**config.mk**
```make
export PLATFORM = sky130hd
export DESIGN_NAME = dma_chan_regbank
export DESIGN_NICKNAME = d
export VERILOG_FILES = /design/src/rtl/dma_rb_pkg.sv /design/src/rtl/dma_rb_chan.sv /design/src/rtl/dma_rb_glob.sv /design/src/rtl/dma_chan_regbank.sv
export SDC_FILE = /design/constraint.sdc
export NUM_CORES = 2
export LEC_CHECK = 0
export CAP_MARGIN = 10
export CORE_AREA = 2 2 491 493
export DETAILED_ROUTE_END_ITERATION = 6
export DIE_AREA = 0 0 493 495
export DONT_BUFFER_PORTS = 1
export GPL_ROUTABILITY_DRIVEN = 0
export SYNTH_ARGS = -nofsm -noshare
export SYNTH_HDL_FRONTEND = slang
export SYNTH_SLANG_ARGS = --single-unit
```
**constraint.sdc**
```tcl
create_clock -name clk -period 6.65 [get_ports clk]
set_clock_uncertainty 0.15 [all_clocks]
set_input_delay 0.9975 -clock clk [delete_from_list [all_inputs] [get_ports clk]]
set_output_delay 0.9975 -clock clk [all_outputs]
set_load 0.1 [all_outputs]
```
**src/rtl/dma_rb_pkg.sv**
```systemverilog
package dma_rb_pkg;
  localparam int REG_W = 32;

  localparam logic [7:0] OFF_GCTRL = 8'h10;
  localparam logic [7:0] OFF_POLL  = 8'h14;
  localparam logic [7:0] OFF_CSEL  = 8'h18;
  localparam logic [7:0] OFF_CCTL  = 8'h1C;
  localparam logic [7:0] OFF_CBASE = 8'h20;
  localparam logic [7:0] OFF_CLEN  = 8'h24;
  localparam logic [7:0] OFF_CSTAT = 8'h28;
  localparam logic [7:0] OFF_CIEN  = 8'h2C;
  localparam logic [7:0] OFF_PSEL  = 8'h40;
  localparam logic [7:0] OFF_PCTL  = 8'h44;
  localparam logic [7:0] OFF_GIEN  = 8'hF4;

  localparam int CTL_ON    = 0;
  localparam int CTL_RST   = 1;
  localparam int CTL_TX    = 8;
  localparam int CTL_WT_LO = 16;

  localparam int         STAT_W    = 7;
  localparam logic [6:0] STAT_MASK = 7'h7E;
  localparam int         DESC_DONE = 3;

  typedef struct packed {
    logic we_ctl;
    logic we_base;
    logic we_len;
    logic we_stat;
    logic we_ien;
  } chan_wr_t;
endpackage

```
**src/rtl/dma_rb_chan.sv**
```systemverilog
module dma_rb_chan
  import dma_rb_pkg::*;
#(
  parameter int LEN_W      = 8,
  parameter int RST_CYCLES = 4
) (
  input  logic              clk,
  input  logic              rst,
  input  chan_wr_t          wr,
  input  logic [REG_W-1:0]  wdata,
  input  logic [STAT_W-1:0] cause,
  input  logic              eng_clr,
  output logic              on_o,
  output logic              tx_o,
  output logic [1:0]        wt_o,
  output logic [REG_W-1:0]  base_o,
  output logic [LEN_W-1:0]  len_o,
  output logic [LEN_W-1:0]  idx_o,
  output logic [STAT_W-1:0] stat_o,
  output logic [STAT_W-1:0] ien_o,
  output logic              busy_o
);
  localparam int CNT_W = $clog2(RST_CYCLES + 1);

  logic [CNT_W-1:0]  cnt_q;
  logic              on_q, tx_q;
  logic [1:0]        wt_q;
  logic [REG_W-4:0]  base_q;
  logic [LEN_W-1:0]  len_q, idx_q;
  logic [STAT_W-1:0] stat_q, ien_q;
  logic              busy, done, wipe, adv;
  logic [STAT_W-1:0] clr_bits;

  assign busy     = (cnt_q != '0);
  assign done     = busy && (cnt_q == CNT_W'(1));
  assign wipe     = done || eng_clr;
  assign adv      = on_q && cause[DESC_DONE];
  assign clr_bits = wr.we_stat ? wdata[STAT_W-1:0] : '0;

  always_ff @(posedge clk) begin
    if (rst) begin
      cnt_q  <= '0;
      on_q   <= 1'b0;
      tx_q   <= 1'b0;
      wt_q   <= '0;
      base_q <= '0;
      len_q  <= '0;
      idx_q  <= '0;
      stat_q <= '0;
      ien_q  <= '0;
    end else begin
      if (wr.we_ctl && wdata[CTL_RST] && !busy)
        cnt_q <= CNT_W'(RST_CYCLES);
      else if (busy)
        cnt_q <= cnt_q - CNT_W'(1);

      if (wr.we_ctl) begin
        tx_q <= wdata[CTL_TX];
        wt_q <= wdata[CTL_WT_LO +: 2];
      end

      if (wipe)
        on_q <= 1'b0;
      else if (wr.we_ctl)
        on_q <= wdata[CTL_ON];

      if (wr.we_base) base_q <= wdata[REG_W-1:3];
      if (wr.we_len)  len_q  <= wdata[LEN_W-1:0];
      if (wr.we_ien)  ien_q  <= wdata[STAT_W-1:0] & STAT_MASK;

      if (wipe)
        stat_q <= '0;
      else
        stat_q <= (stat_q & ~clr_bits) | (cause & STAT_MASK);

      if (wipe || wr.we_len)
        idx_q <= '0;
      else if (adv)
        idx_q <= ((len_q == '0) || (idx_q == len_q - LEN_W'(1))) ? '0 : idx_q + LEN_W'(1);
    end
  end

  assign on_o   = on_q;
  assign tx_o   = tx_q;
  assign wt_o   = wt_q;
  assign base_o = {base_q, 3'b000};
  assign len_o  = len_q;
  assign idx_o  = idx_q;
  assign stat_o = stat_q;
  assign ien_o  = ien_q;
  assign busy_o = busy;

  // the end of a channel reset leaves the channel off, idle and indexed at 0
  a_r4_reset_clears: assert property (@(posedge clk) disable iff (rst)
    $fell(busy) |-> (!on_q && (stat_q == '0) && (idx_q == '0)));

  // the descriptor index stays inside the ring
  a_r8_idx_in_ring: assert property (@(posedge clk) disable iff (rst)
    (len_q != '0) |-> (idx_q < len_q));

  // an empty ring pins the index at 0
  a_r8_idx_empty: assert property (@(posedge clk) disable iff (rst)
    (len_q == '0) |-> (idx_q == '0));
endmodule

```
**src/rtl/dma_rb_glob.sv**
```systemverilog
module dma_rb_glob
  import dma_rb_pkg::*;
#(
  parameter int NCH        = 20,
  parameter int NPORT      = 5,
  parameter int RST_CYCLES = 4,
  parameter int SEL_W      = 5,
  parameter int PSEL_W     = 3
) (
  input  logic              clk,
  input  logic              rst,
  input  logic [REG_W-1:0]  wdata,
  input  logic              we_gctl,
  input  logic              we_poll,
  input  logic              we_csel,
  input  logic              we_psel,
  input  logic              we_pctl,
  input  logic              we_gien,
  output logic [REG_W-1:0]  gctl_rd,
  output logic [REG_W-1:0]  poll_q,
  output logic [SEL_W-1:0]  csel_q,
  output logic              csel_ok,
  output logic [PSEL_W-1:0] psel_q,
  output logic [REG_W-1:0]  pctl_rd,
  output logic [NCH-1:0]    gien_q,
  output logic              eng_done
);
  localparam int ECW = $clog2(RST_CYCLES + 1);

  logic [ECW-1:0]   ecnt_q;
  logic [REG_W-1:1] gctl_hi_q;
  logic             psel_ok;
  logic [REG_W-1:0] pctl_q [NPORT];
  logic             eng_busy;

  assign eng_busy = (ecnt_q != '0);
  assign eng_done = eng_busy && (ecnt_q == ECW'(1));
  assign gctl_rd  = {gctl_hi_q, eng_busy};

  always_ff @(posedge clk) begin
    if (rst) begin
      ecnt_q    <= '0;
      gctl_hi_q <= '0;
      poll_q    <= '0;
      csel_q    <= '0;
      csel_ok   <= 1'b1;
      psel_q    <= '0;
      psel_ok   <= 1'b1;
      gien_q    <= '0;
    end else begin
      if (we_gctl && wdata[0] && !eng_busy)
        ecnt_q <= ECW'(RST_CYCLES);
      else if (eng_busy)
        ecnt_q <= ecnt_q - ECW'(1);
      if (we_gctl) gctl_hi_q <= wdata[REG_W-1:1];
      if (we_poll) poll_q <= wdata;
      if (we_csel) begin
        csel_q  <= wdata[SEL_W-1:0];
        csel_ok <= (wdata < REG_W'(NCH));
      end
      if (we_psel) begin
        psel_q  <= wdata[PSEL_W-1:0];
        psel_ok <= (wdata < REG_W'(NPORT));
      end
      if (we_gien) gien_q <= wdata[NCH-1:0];
    end
  end

  for (genvar p = 0; p < NPORT; p++) begin : g_port
    always_ff @(posedge clk) begin
      if (rst)
        pctl_q[p] <= '0;
      else if (we_pctl && psel_ok && (psel_q == PSEL_W'(p)))
        pctl_q[p] <= wdata;
    end
  end

  always_comb begin
    pctl_rd = '0;
    for (int p = 0; p < NPORT; p++)
      if (psel_ok && (psel_q == PSEL_W'(p))) pctl_rd = pctl_q[p];
  end

  // the channel window only moves when the select register is written
  a_r2_sel_stable: assert property (@(posedge clk) disable iff (rst)
    !we_csel |=> ($stable(csel_q) && $stable(csel_ok)));

  // the engine reset countdown never exceeds its length
  a_r11_eng_bounded: assert property (@(posedge clk) disable iff (rst)
    eng_busy |=> (ecnt_q < ECW'(RST_CYCLES)) || $past(we_gctl && wdata[0] && !eng_busy));
endmodule

```
**src/rtl/dma_chan_regbank.sv**
```systemverilog
module dma_chan_regbank
  import dma_rb_pkg::*;
#(
  parameter int NCH        = 20,
  parameter int NPORT      = 5,
  parameter int LEN_W      = 8,
  parameter int RST_CYCLES = 4,
  parameter int ADDR_W     = 12
) (
  input  logic                  clk,
  input  logic                  rst,
  input  logic [ADDR_W-1:0]     bus_addr,
  input  logic                  bus_wen,
  input  logic [31:0]           bus_wdata,
  input  logic                  bus_ren,
  output logic [31:0]           bus_rdata,
  input  logic [STAT_W*NCH-1:0] ch_cause,
  output logic [NCH-1:0]        ch_on,
  output logic [NCH-1:0]        ch_tx,
  output logic [2*NCH-1:0]      ch_weight,
  output logic [32*NCH-1:0]     ch_base,
  output logic [LEN_W*NCH-1:0]  ch_len,
  output logic [LEN_W*NCH-1:0]  ch_idx,
  output logic                  poll_en,
  output logic                  poll_div4,
  output logic                  irq
);
  localparam int SEL_W  = $clog2(NCH);
  localparam int PSEL_W = $clog2(NPORT);

  localparam logic [ADDR_W-1:0] A_GCTL  = ADDR_W'(OFF_GCTRL);
  localparam logic [ADDR_W-1:0] A_POLL  = ADDR_W'(OFF_POLL);
  localparam logic [ADDR_W-1:0] A_CSEL  = ADDR_W'(OFF_CSEL);
  localparam logic [ADDR_W-1:0] A_CCTL  = ADDR_W'(OFF_CCTL);
  localparam logic [ADDR_W-1:0] A_CBASE = ADDR_W'(OFF_CBASE);
  localparam logic [ADDR_W-1:0] A_CLEN  = ADDR_W'(OFF_CLEN);
  localparam logic [ADDR_W-1:0] A_CSTAT = ADDR_W'(OFF_CSTAT);
  localparam logic [ADDR_W-1:0] A_CIEN  = ADDR_W'(OFF_CIEN);
  localparam logic [ADDR_W-1:0] A_PSEL  = ADDR_W'(OFF_PSEL);
  localparam logic [ADDR_W-1:0] A_PCTL  = ADDR_W'(OFF_PCTL);
  localparam logic [ADDR_W-1:0] A_GIEN  = ADDR_W'(OFF_GIEN);

  logic [REG_W-1:0]  gctl_rd, poll_q, pctl_rd;
  logic [SEL_W-1:0]  csel_q;
  logic              csel_ok, eng_done;
  logic [PSEL_W-1:0] psel_q;
  logic [NCH-1:0]    gien_q;

  logic [REG_W-1:0]  c_ctl  [NCH];
  logic [REG_W-1:0]  c_base [NCH];
  logic [LEN_W-1:0]  c_len  [NCH];
  logic [STAT_W-1:0] c_stat [NCH];
  logic [STAT_W-1:0] c_ien  [NCH];

  logic [REG_W-1:0]  s_ctl, s_base, s_len, s_stat, s_ien, rd_nxt;
  logic              irq_nxt, in_win;

  assign in_win = (bus_addr == A_CCTL) || (bus_addr == A_CBASE) || (bus_addr == A_CLEN) ||
                  (bus_addr == A_CSTAT) || (bus_addr == A_CIEN);

  dma_rb_glob #(
    .NCH(NCH), .NPORT(NPORT), .RST_CYCLES(RST_CYCLES), .SEL_W(SEL_W), .PSEL_W(PSEL_W)
  ) u_glob (
    .clk      (clk),
    .rst      (rst),
    .wdata    (bus_wdata),
    .we_gctl  (bus_wen && (bus_addr == A_GCTL)),
    .we_poll  (bus_wen && (bus_addr == A_POLL)),
    .we_csel  (bus_wen && (bus_addr == A_CSEL)),
    .we_psel  (bus_wen && (bus_addr == A_PSEL)),
    .we_pctl  (bus_wen && (bus_addr == A_PCTL)),
    .we_gien  (bus_wen && (bus_addr == A_GIEN)),
    .gctl_rd  (gctl_rd),
    .poll_q   (poll_q),
    .csel_q   (csel_q),
    .csel_ok  (csel_ok),
    .psel_q   (psel_q),
    .pctl_rd  (pctl_rd),
    .gien_q   (gien_q),
    .eng_done (eng_done)
  );

  for (genvar c = 0; c < NCH; c++) begin : g_ch
    chan_wr_t   w;
    logic       hit, on_c, tx_c, busy_c;
    logic [1:0] wt_c;

    assign hit       = bus_wen && csel_ok && (csel_q == SEL_W'(c));
    assign w.we_ctl  = hit && (bus_addr == A_CCTL);
    assign w.we_base = hit && (bus_addr == A_CBASE);
    assign w.we_len  = hit && (bus_addr == A_CLEN);
    assign w.we_stat = hit && (bus_addr == A_CSTAT);
    assign w.we_ien  = hit && (bus_addr == A_CIEN);

    dma_rb_chan #(.LEN_W(LEN_W), .RST_CYCLES(RST_CYCLES)) u_chan (
      .clk     (clk),
      .rst     (rst),
      .wr      (w),
      .wdata   (bus_wdata),
      .cause   (ch_cause[c*STAT_W +: STAT_W]),
      .eng_clr (eng_done),
      .on_o    (on_c),
      .tx_o    (tx_c),
      .wt_o    (wt_c),
      .base_o  (c_base[c]),
      .len_o   (c_len[c]),
      .idx_o   (ch_idx[c*LEN_W +: LEN_W]),
      .stat_o  (c_stat[c]),
      .ien_o   (c_ien[c]),
      .busy_o  (busy_c)
    );

    assign c_ctl[c] = {14'b0, wt_c, 7'b0, tx_c, 6'b0, busy_c, on_c};
    assign ch_on[c]                  = on_c;
    assign ch_tx[c]                  = tx_c;
    assign ch_weight[2*c +: 2]       = wt_c;
    assign ch_base[32*c +: 32]       = c_base[c];
    assign ch_len[c*LEN_W +: LEN_W]  = c_len[c];
  end

  always_comb begin
    s_ctl  = '0;
    s_base = '0;
    s_len  = '0;
    s_stat = '0;
    s_ien  = '0;
    for (int c = 0; c < NCH; c++) begin
      if (csel_ok && (csel_q == SEL_W'(c))) begin
        s_ctl  = c_ctl[c];
        s_base = c_base[c];
        s_len  = REG_W'(c_len[c]);
        s_stat = REG_W'(c_stat[c]);
        s_ien  = REG_W'(c_ien[c]);
      end
    end
  end

  always_comb begin
    case (bus_addr)
      A_GCTL:  rd_nxt = gctl_rd;
      A_POLL:  rd_nxt = poll_q;
      A_CSEL:  rd_nxt = REG_W'(csel_q);
      A_CCTL:  rd_nxt = s_ctl;
      A_CBASE: rd_nxt = s_base;
      A_CLEN:  rd_nxt = s_len;
      A_CSTAT: rd_nxt = s_stat;
      A_CIEN:  rd_nxt = s_ien;
      A_PSEL:  rd_nxt = REG_W'(psel_q);
      A_PCTL:  rd_nxt = pctl_rd;
      A_GIEN:  rd_nxt = REG_W'(gien_q);
      default: rd_nxt = '0;
    endcase
  end

  always_comb begin
    irq_nxt = 1'b0;
    for (int c = 0; c < NCH; c++)
      irq_nxt = irq_nxt | (gien_q[c] && ((c_stat[c] & c_ien[c]) != '0));
  end

  always_ff @(posedge clk) begin
    if (rst) begin
      bus_rdata <= '0;
      irq       <= 1'b0;
    end else begin
      if (bus_ren) bus_rdata <= rd_nxt;
      irq <= irq_nxt;
    end
  end

  assign poll_en   = poll_q[31];
  assign poll_div4 = poll_q[6];

  // a cleared global enable mask keeps the interrupt low on the next cycle
  a_r9_gien_mask: assert property (@(posedge clk) disable iff (rst)
    $past(gien_q == '0) |-> !irq);

  // window reads with an out-of-range select return zero
  a_r10_oob_read: assert property (@(posedge clk) disable iff (rst)
    (bus_ren && in_win && !csel_ok) |=> (bus_rdata == '0));
endmodule

```
-- Yosys cells after proc, flatten, opt, wreduce, memory -nomap -nowiden
Memory sizes are Yosys's and may differ from the RTL's.
Index checks and enable logic that the tools add are counted.
- register bits: 1429
- bits in writable memories: 160
- output and inout port bits: 1075
- logic and storage cells: 1151
- memories kept: 1
- $add $sub $neg: 61
- $lt $le $gt $ge: 2
- equality and inequality tests: 75
- muxes and demuxes: 210
- bitwise logic cells: 104
- reduce and logical (&&, ||, !) cells: 487
- memories (memory ; depth ; bits a word ; read ports ; clocked after Yosys merged registers in ; write ports ; line ; source):
    u_glob.pctl_q ; 5 ; 32 ; 5 ; 0 ; 5 ; dma_rb_glob.sv:33 ; logic [REG_W-1:0] pctl_q [NPORT];
- operator list (kind ; count):
    $mux W32 ; 105
    $pmux W32 S11 ; 1
    $and A7 B7 Y7 ; 40
    $logic_and A1 B1 Y1 ; 261
    $mux W8 ; 21
    $add A8 B1 Y8 const B ; 20
    $eq A8 B8 Y1 ; 20
    $logic_not A8 Y1 ; 20
    $sub A8 B1 Y8 const B ; 20
    $mux W7 ; 22
    $not A7 Y7 ; 20
    $or A7 B7 Y7 ; 20
    $reduce_bool A7 Y1 ; 20
    $mux W3 ; 42
    $reduce_or A2 Y1 ; 61
    $eq A3 B1 Y1 const B ; 22
    $reduce_bool A3 Y1 ; 21
    $sub A3 B1 Y3 const B ; 21
    $logic_or A1 B1 Y1 ; 60
    $eq A12 B5 Y1 const B ; 4
    $eq A12 B6 Y1 const B ; 4
    $reduce_bool A2 Y1 ; 21
    $eq A5 B4 Y1 const B ; 8
    $mux W18 ; 2
    15 further kinds ; 83

-- Depth between registers and ports, before layout
- depth in word-level cells: 23
- mapped depth: 11
- gate-level depth less buffers: 9

-- Modules after synthesis
From an unflattened synthesis, not the netlist that was laid out.
- cells, all modules: 8468
- area, all modules: 78048.6 µm²
- modules (own cells, without submodules) (module ; instances ; cells an instance ; area an instance (µm²) ; seq. area each (µm²)):
    dma_rb_chan ; 20 ; 280 ; 2702.6 ; 1301.2
    dma_chan_regbank ; 1 ; 2008 ; 13471.7 ; 660.6
    dma_rb_glob ; 1 ; 860 ; 10525.1 ; 6726.5

-- Worst setup path after synthesis
OpenSTA, ideal clock, no wires.
- path kind: input to register
- start point: in bus_addr[9]
- end point: mem u_glob.pctl_q[3][0], enable pin
- library setup time: 0.470 ns
- arrival time: 4.600 ns
- slack: 1.430 ns
- cell stages on the path: 5
- cell sequence: nor4_1 nand4_1 clkbuf_1 clkbuf_1 o31ai_1
- RTL lines (item ; line ; source):
    from (decl) ; dma_chan_regbank.sv:12 ; input logic [ADDR_W-1:0] bus_addr,
    to (decl) ; dma_rb_glob.sv:33 ;

-- Worst setup path in the final report
- start point: reg u_glob.csel_q[3]
- end point: reg g_ch[9].u_chan.base_q[26]
- longest elaborated chain between the ends: 3
- RTL lines (item ; line ; source):
    from (decl) ; dma_rb_glob.sv:21 ; output logic [SEL_W-1:0] csel_q,
    from (signal assigned) ; dma_rb_glob.sv:58 ; csel_q <= wdata[SEL_W-1:0];
    $eq A5 B4 Y1 ; dma_chan_regbank.sv:88 ; assign hit = bus_wen && csel_ok && (csel_q == SEL_W'(c));
    $logic_and A1 B1 Y1 ; dma_chan_regbank.sv:88 ;
    $logic_and A1 B1 Y1 ; dma_chan_regbank.sv:90 ; assign w.we_base = hit && (bus_addr == A_CBASE);
    to (signal assigned) ; dma_rb_chan.sv:67 ; if (wr.we_base) base_q <= wdata[REG_W-1:3];
    to (decl) ; dma_rb_chan.sv:28 ; logic [REG_W-4:0] base_q;
No other way between the ends.
A chain may end at the register's enable or synchronous reset.

==> flow_results.org <==
** Finish
- Area of the multi-input gates :: 39,680 um2
- Across the whole layout, storage elements account for 33,440 um2.
- Fill cell count :: 24,290
- Leading cell types in the layout, fill and taps excluded :: sky130_fd_sc_hd__nand2_1 (2,131), sky130_fd_sc_hd__dfxtp_1 (1,412), sky130_fd_sc_hd__a21oi_1 (1,319)
- From synthesis to final layout, the design area changed by 14.86%.
- Share of final-layout standard cells stronger than drive strength 1 :: 12.04%
- Nets@finish :: 9,660
- Most frequent standard cell in the layout excluding fill and tap cells :: sky130_fd_sc_hd__nand2_1

** Floorplanning
- Die outline height :: 495 um
- Initial Utilization :: 32.11%
- Area enclosed by the die boundary :: 244,000 um2
- Core region area :: 239,200 um2
- The initialized floorplan defines 180 standard-cell rows.
- From left edge to right edge, the die measures 493 um.
- During I/O placement, the number of pins put on the boundary was 1,263.

** Clock tree
- After clock tree synthesis, the clock-pin slew on the worst setup and hold paths is 70 ps.
- Num Clock Sinks :: 1,589
- Clock tree root buffer cell :: sky130_fd_sc_hd__clkbuf_16
- PostCTS Resize Cnt :: 0
- Post-CTS Setup Bufs :: 0
- TritonCTS clock tree :: done
- For the worst-skew pair, the clock arrives at the later sink with an insertion delay of 870 ps.
- The clock passes through at most 3 buffers.
- Buffers inserted to repair hold after CTS numbered 0.
- Clock tree synthesis inserted a total of 185 buffers.
- The H-tree generated during clock tree synthesis spans 4 levels.

** Logic synthesis
- Leading area contributor after synthesis :: sky130_fd_sc_hd__dfxtp_1
- Sequential elements use 43.51% of the synthesized area.
- Averaged over all synthesized cells, the footprint is 8.107 um2.
- In this run the biggest area consumer among cell types represents 37.25% of the synthesized area.
- Summing the areas of all and, or, nand and nor instances in the mapped netlist gives 20.52% of the synthesized area.
- Count of different cell masters after synthesis :: 98
- Synthesized-area fraction occupied by ao, oa, aoi and oai cells :: 20.17%
- Share of the synthesized netlist area taken by xor and xnor gates :: 3.531%
- Gate Count Post-Synth :: 9,472
- Yosys mapped a number of flops with a built-in enable equal to 160.
- Ranked by total cell area, the synthesized netlist is headed by sky130_fd_sc_hd__dfxtp_1 (37%), sky130_fd_sc_hd__nand2_1 (10%), sky130_fd_sc_hd__a21oi_1 (8.6%), sky130_fd_sc_hd__edfxtp_1 (6.3%), sky130_fd_sc_hd__o21ai_0 (3.6%).
- The portion of synthesized area spent on multiplexers is 4.748%.
- Main combinational cell family by area after synthesis :: simple AND/OR/NAND/NOR gates
- Summed instance area of the synthesized netlist :: 76,790 um2
- Summing the areas of all fa, ha and maj instances in the mapped netlist gives 1.678% of the synthesized area.
- Top FF cell, synth :: sky130_fd_sc_hd__dfxtp_1
- Of all flip-flops after synthesis, the portion carrying an async set or reset was 0%.
- Synthesis inferred 1,589 register bits.
- For this run, the number of Yosys warnings is 0.

** Setup path
- Critical path peak fanout :: 29
- CP Cell Sequence :: nand4bb_4, nor2_4, buf_4, nand2_1, nor2_4, nand2_1, a21oi_1
- STA classifies the critical path startpoint as a flip-flop.
- Counting cells, the worst reg-to-reg path comes to 7.
- Element type at the critical path end :: flip-flop
- The largest single stage delay on the critical path is 1240 ps.
- For the worst setup path, the data required time is 7280 ps.
- For this design, the slowest cell found on the critical path is sky130_fd_sc_hd__nor2_4.
- Critical Path AT :: 6010 ps
- In this run the register-to-register setup slack is 1260 ps.
- By startpoint and endpoint, the worst setup path is classified as flip-flop to flip-flop.
- Reg2Reg Launch Point :: u_glob.csel_q[3]$_SDFFE_PP0P_
- In this run the critical register-to-register path is captured at g_ch[9].u_chan.base_q[26]$_SDFFE_PP0P_.

** GRT
- Pin count of the biggest net entering global routing :: 1,107
- Number of global-route vias before repair :: 70,110
- The number of antenna violations at the first check in global routing came to 112.
- Global routing used 34.80% of the available tracks across all layers.
- Grt ovf :: 0
- The first global-routing pass estimated 595,800 um of wire.

** Timing
- Slew Viols, Final :: 58
- The number of hold violations in the final report was 0.
- Transition time at the pin with the least slew margin :: 1549 ps
- Period utilisation layout :: 81.03%
- Setup repair after global routing left no endpoint under its margin.
- Slew headroom :: -3.245%
- Maximum operating frequency :: 185.6 MHz
- Final hold slack :: 32.47 ps
- Post-route setup TNS :: 0 ps
- Post-route minimum period :: 5388 ps
- Setup violations remaining at the end of the flow were counted as 0.

** Status
- Outcome :: finished, violations left
- Violations in the final reports :: DRC, slew limit

** Drt
- After detailed routing, the number of remaining DRC violations is 308.
- Violation count after the first detailed-routing iteration :: 13,140
- The final layout contains routed wiring with a total length of 447,300 um.
- Dividing the detail-routed via count by the number of cells gives 6.082.
- Count of TritonRoute iterations in the first routing pass :: 7
- Routed length per placed instance :: 35.02 um
- Post-route antenna net violation count :: 0
- Via total after detailed routing :: 77,690

** Hold path
- The worst hold path belongs to the class primary input to flip-flop.
- Sink of the worst hold path :: g_ch[18].u_chan.len_o[6]$_SDFFE_PP0P_
- Worst hold path startpoint :: rst
- Worst Hold Depth :: 1

** Place
- Once detailed placement completed, the half-perimeter wirelength came to 320,500 um.
- IO Port Bufs :: 0

** Power and ir drop
- In this run the power density over the cells is 264.5 nW/um2.
- Across the VDD grid, the largest voltage drop is 0.0002104 V.
- The analysis attributes to cell leakage a power of 29.45 nW.

** Run
- Max-cap violations :: 0
## how the worst max path moves through the flow
stage                                   from                                      to  slack, ps  depth (start not counted)
6_report       u_glob.csel_q[3]$_SDFFE_PP0P_  g_ch[9].u_chan.base_q[26]$_SDFFE_PP0P_       1260                          7
5_1_grt        u_glob.csel_q[3]$_SDFFE_PP0P_   g_ch[9].u_chan.base_q[1]$_SDFFE_PP0P_       1280                          7
4_1_cts        u_glob.csel_q[3]$_SDFFE_PP0P_  g_ch[9].u_chan.base_q[10]$_SDFFE_PP0P_       1290                          7
3_5_place_dp   u_glob.csel_q[3]$_SDFFE_PP0P_  g_ch[9].u_chan.base_q[26]$_SDFFE_PP0P_       1290                          7
3_3_place_gp   u_glob.csel_q[3]$_SDFFE_PP0P_  g_ch[9].u_chan.base_q[24]$_SDFFE_PP0P_       1400                          7
2_1_floorplan                    bus_addr[9]       u_glob.pctl_q[3][0]$_SDFFCE_PN0P_       1430                          5
## where the power goes
group          switching, W  internal [W]  leakage, nW
clock network       0.00467       0.00618         3.14
registers          0.000464        0.0101         13.2
logic               0.00129      0.000653         13.1
## critical path, delay by kind of cell (launching register included)
kind / cells / cell delay [ps]
AND/OR/NAND/NOR: 5 / 3590
flip-flops: 1 / 820
buffers and inverters: 1 / 420
AO/OA/AOI/OAI: 1 / 180
## Yosys cell counts (18+ instances only)
cell type                     n
sky130_fd_sc_hd__a211oi_1    67
sky130_fd_sc_hd__a21oi_1   1319
sky130_fd_sc_hd__a221o_1     24
sky130_fd_sc_hd__a221oi_1    73
sky130_fd_sc_hd__a222oi_1    27
sky130_fd_sc_hd__a22o_1      18
sky130_fd_sc_hd__a22oi_1    181
sky130_fd_sc_hd__a31oi_1     55
sky130_fd_sc_hd__and2_1     185
sky130_fd_sc_hd__and3_1      38
sky130_fd_sc_hd__and4_1      21
sky130_fd_sc_hd__buf_1       25
sky130_fd_sc_hd__buf_2      129
sky130_fd_sc_hd__buf_4      131
sky130_fd_sc_hd__clkbuf_1   569
sky130_fd_sc_hd__dfxtp_1   1429
sky130_fd_sc_hd__edfxtp_1   160
sky130_fd_sc_hd__ha_1       103
sky130_fd_sc_hd__inv_1      138
sky130_fd_sc_hd__mux2_2      44
sky130_fd_sc_hd__mux2i_1    119
sky130_fd_sc_hd__mux4_2      87
sky130_fd_sc_hd__nand2_1   2132
sky130_fd_sc_hd__nand2b_1    25
sky130_fd_sc_hd__nand3_1    189
sky130_fd_sc_hd__nand4_1     61
sky130_fd_sc_hd__nor2_1     569
sky130_fd_sc_hd__nor2_4      18
sky130_fd_sc_hd__nor2b_1     78
sky130_fd_sc_hd__nor3_1      74
sky130_fd_sc_hd__nor4_1      45
sky130_fd_sc_hd__o211ai_1    33
sky130_fd_sc_hd__o21ai_0    551
sky130_fd_sc_hd__o221ai_1    45
sky130_fd_sc_hd__o22ai_1     43
sky130_fd_sc_hd__o31ai_1     18
sky130_fd_sc_hd__or2_2       31
sky130_fd_sc_hd__or4_1       18
sky130_fd_sc_hd__xnor2_1    137
sky130_fd_sc_hd__xor2_1     170
## metrics by stage
stage	util [%]	cells	area [um2]	total power [W]	setup WS, ps
2_1_floorplan	-	9531	77010	0.01207	1430
3_3_place_gp	34.07	12360	81480	0.01229	1397
3_5_place_dp	34.08	12360	81500	0.01244	1286
4_1_cts	36.75	12700	87890	0.02311	1290
5_1_grt	36.85	12750	88130	0.02385	1283
6_report	36.88	12770	88200	0.02333	1262
## sequential cells by signal, indices dropped and copies added (netlist names), 40 cells and up
signal and cells:
g_ch.u_chan.base_q 580, g_ch.u_chan.cnt_q 60, g_ch.u_chan.idx_o 160, g_ch.u_chan.ien_o 120, g_ch.u_chan.len_o 160, g_ch.u_chan.stat_o 140
g_ch.u_chan.wt_o 40, u_glob.pctl_q 160
## layout make-up
class / instances / area share, %
repair buffers: 514 / 4.571
clock buffers: 251 / 6.006
clock inverters: 93 / 1.234
inverters: 139 / 0.5944
multi-input cells: 6940 / 44.99
well taps: 3185 / 4.518
flip-flops and latches: 1589 / 37.91
diodes: 63 / 0.1787
## metal layers
layer  global-route usage (%)  routed length, um  up-vias
met5                        0                383        -
met3                    16.99              69380     1205
met2                    49.86             182500     5893
li1                         -                  -    32730
met1                    41.91             164600    37800
met4                    20.36              30440       58
## cells by family (layout without fill, tap and decap cells)
| group | Yosys count | in the layout |
|---|---|---|
| AND/OR/NAND/NOR | 3584 | 3584 |
| AO/OA/AOI/OAI | 2635 | 2635 |
| flip-flops | 1589 | 1589 |
| buffers and inverters | 1002 | 997 |
| XOR/XNOR | 308 | 308 |
| multiplexers | 250 | 250 |
| adder cells (fa/ha/maj) | 103 | 103 |
| other | 1 | 123 |
(Power assumes the default switching activity.)
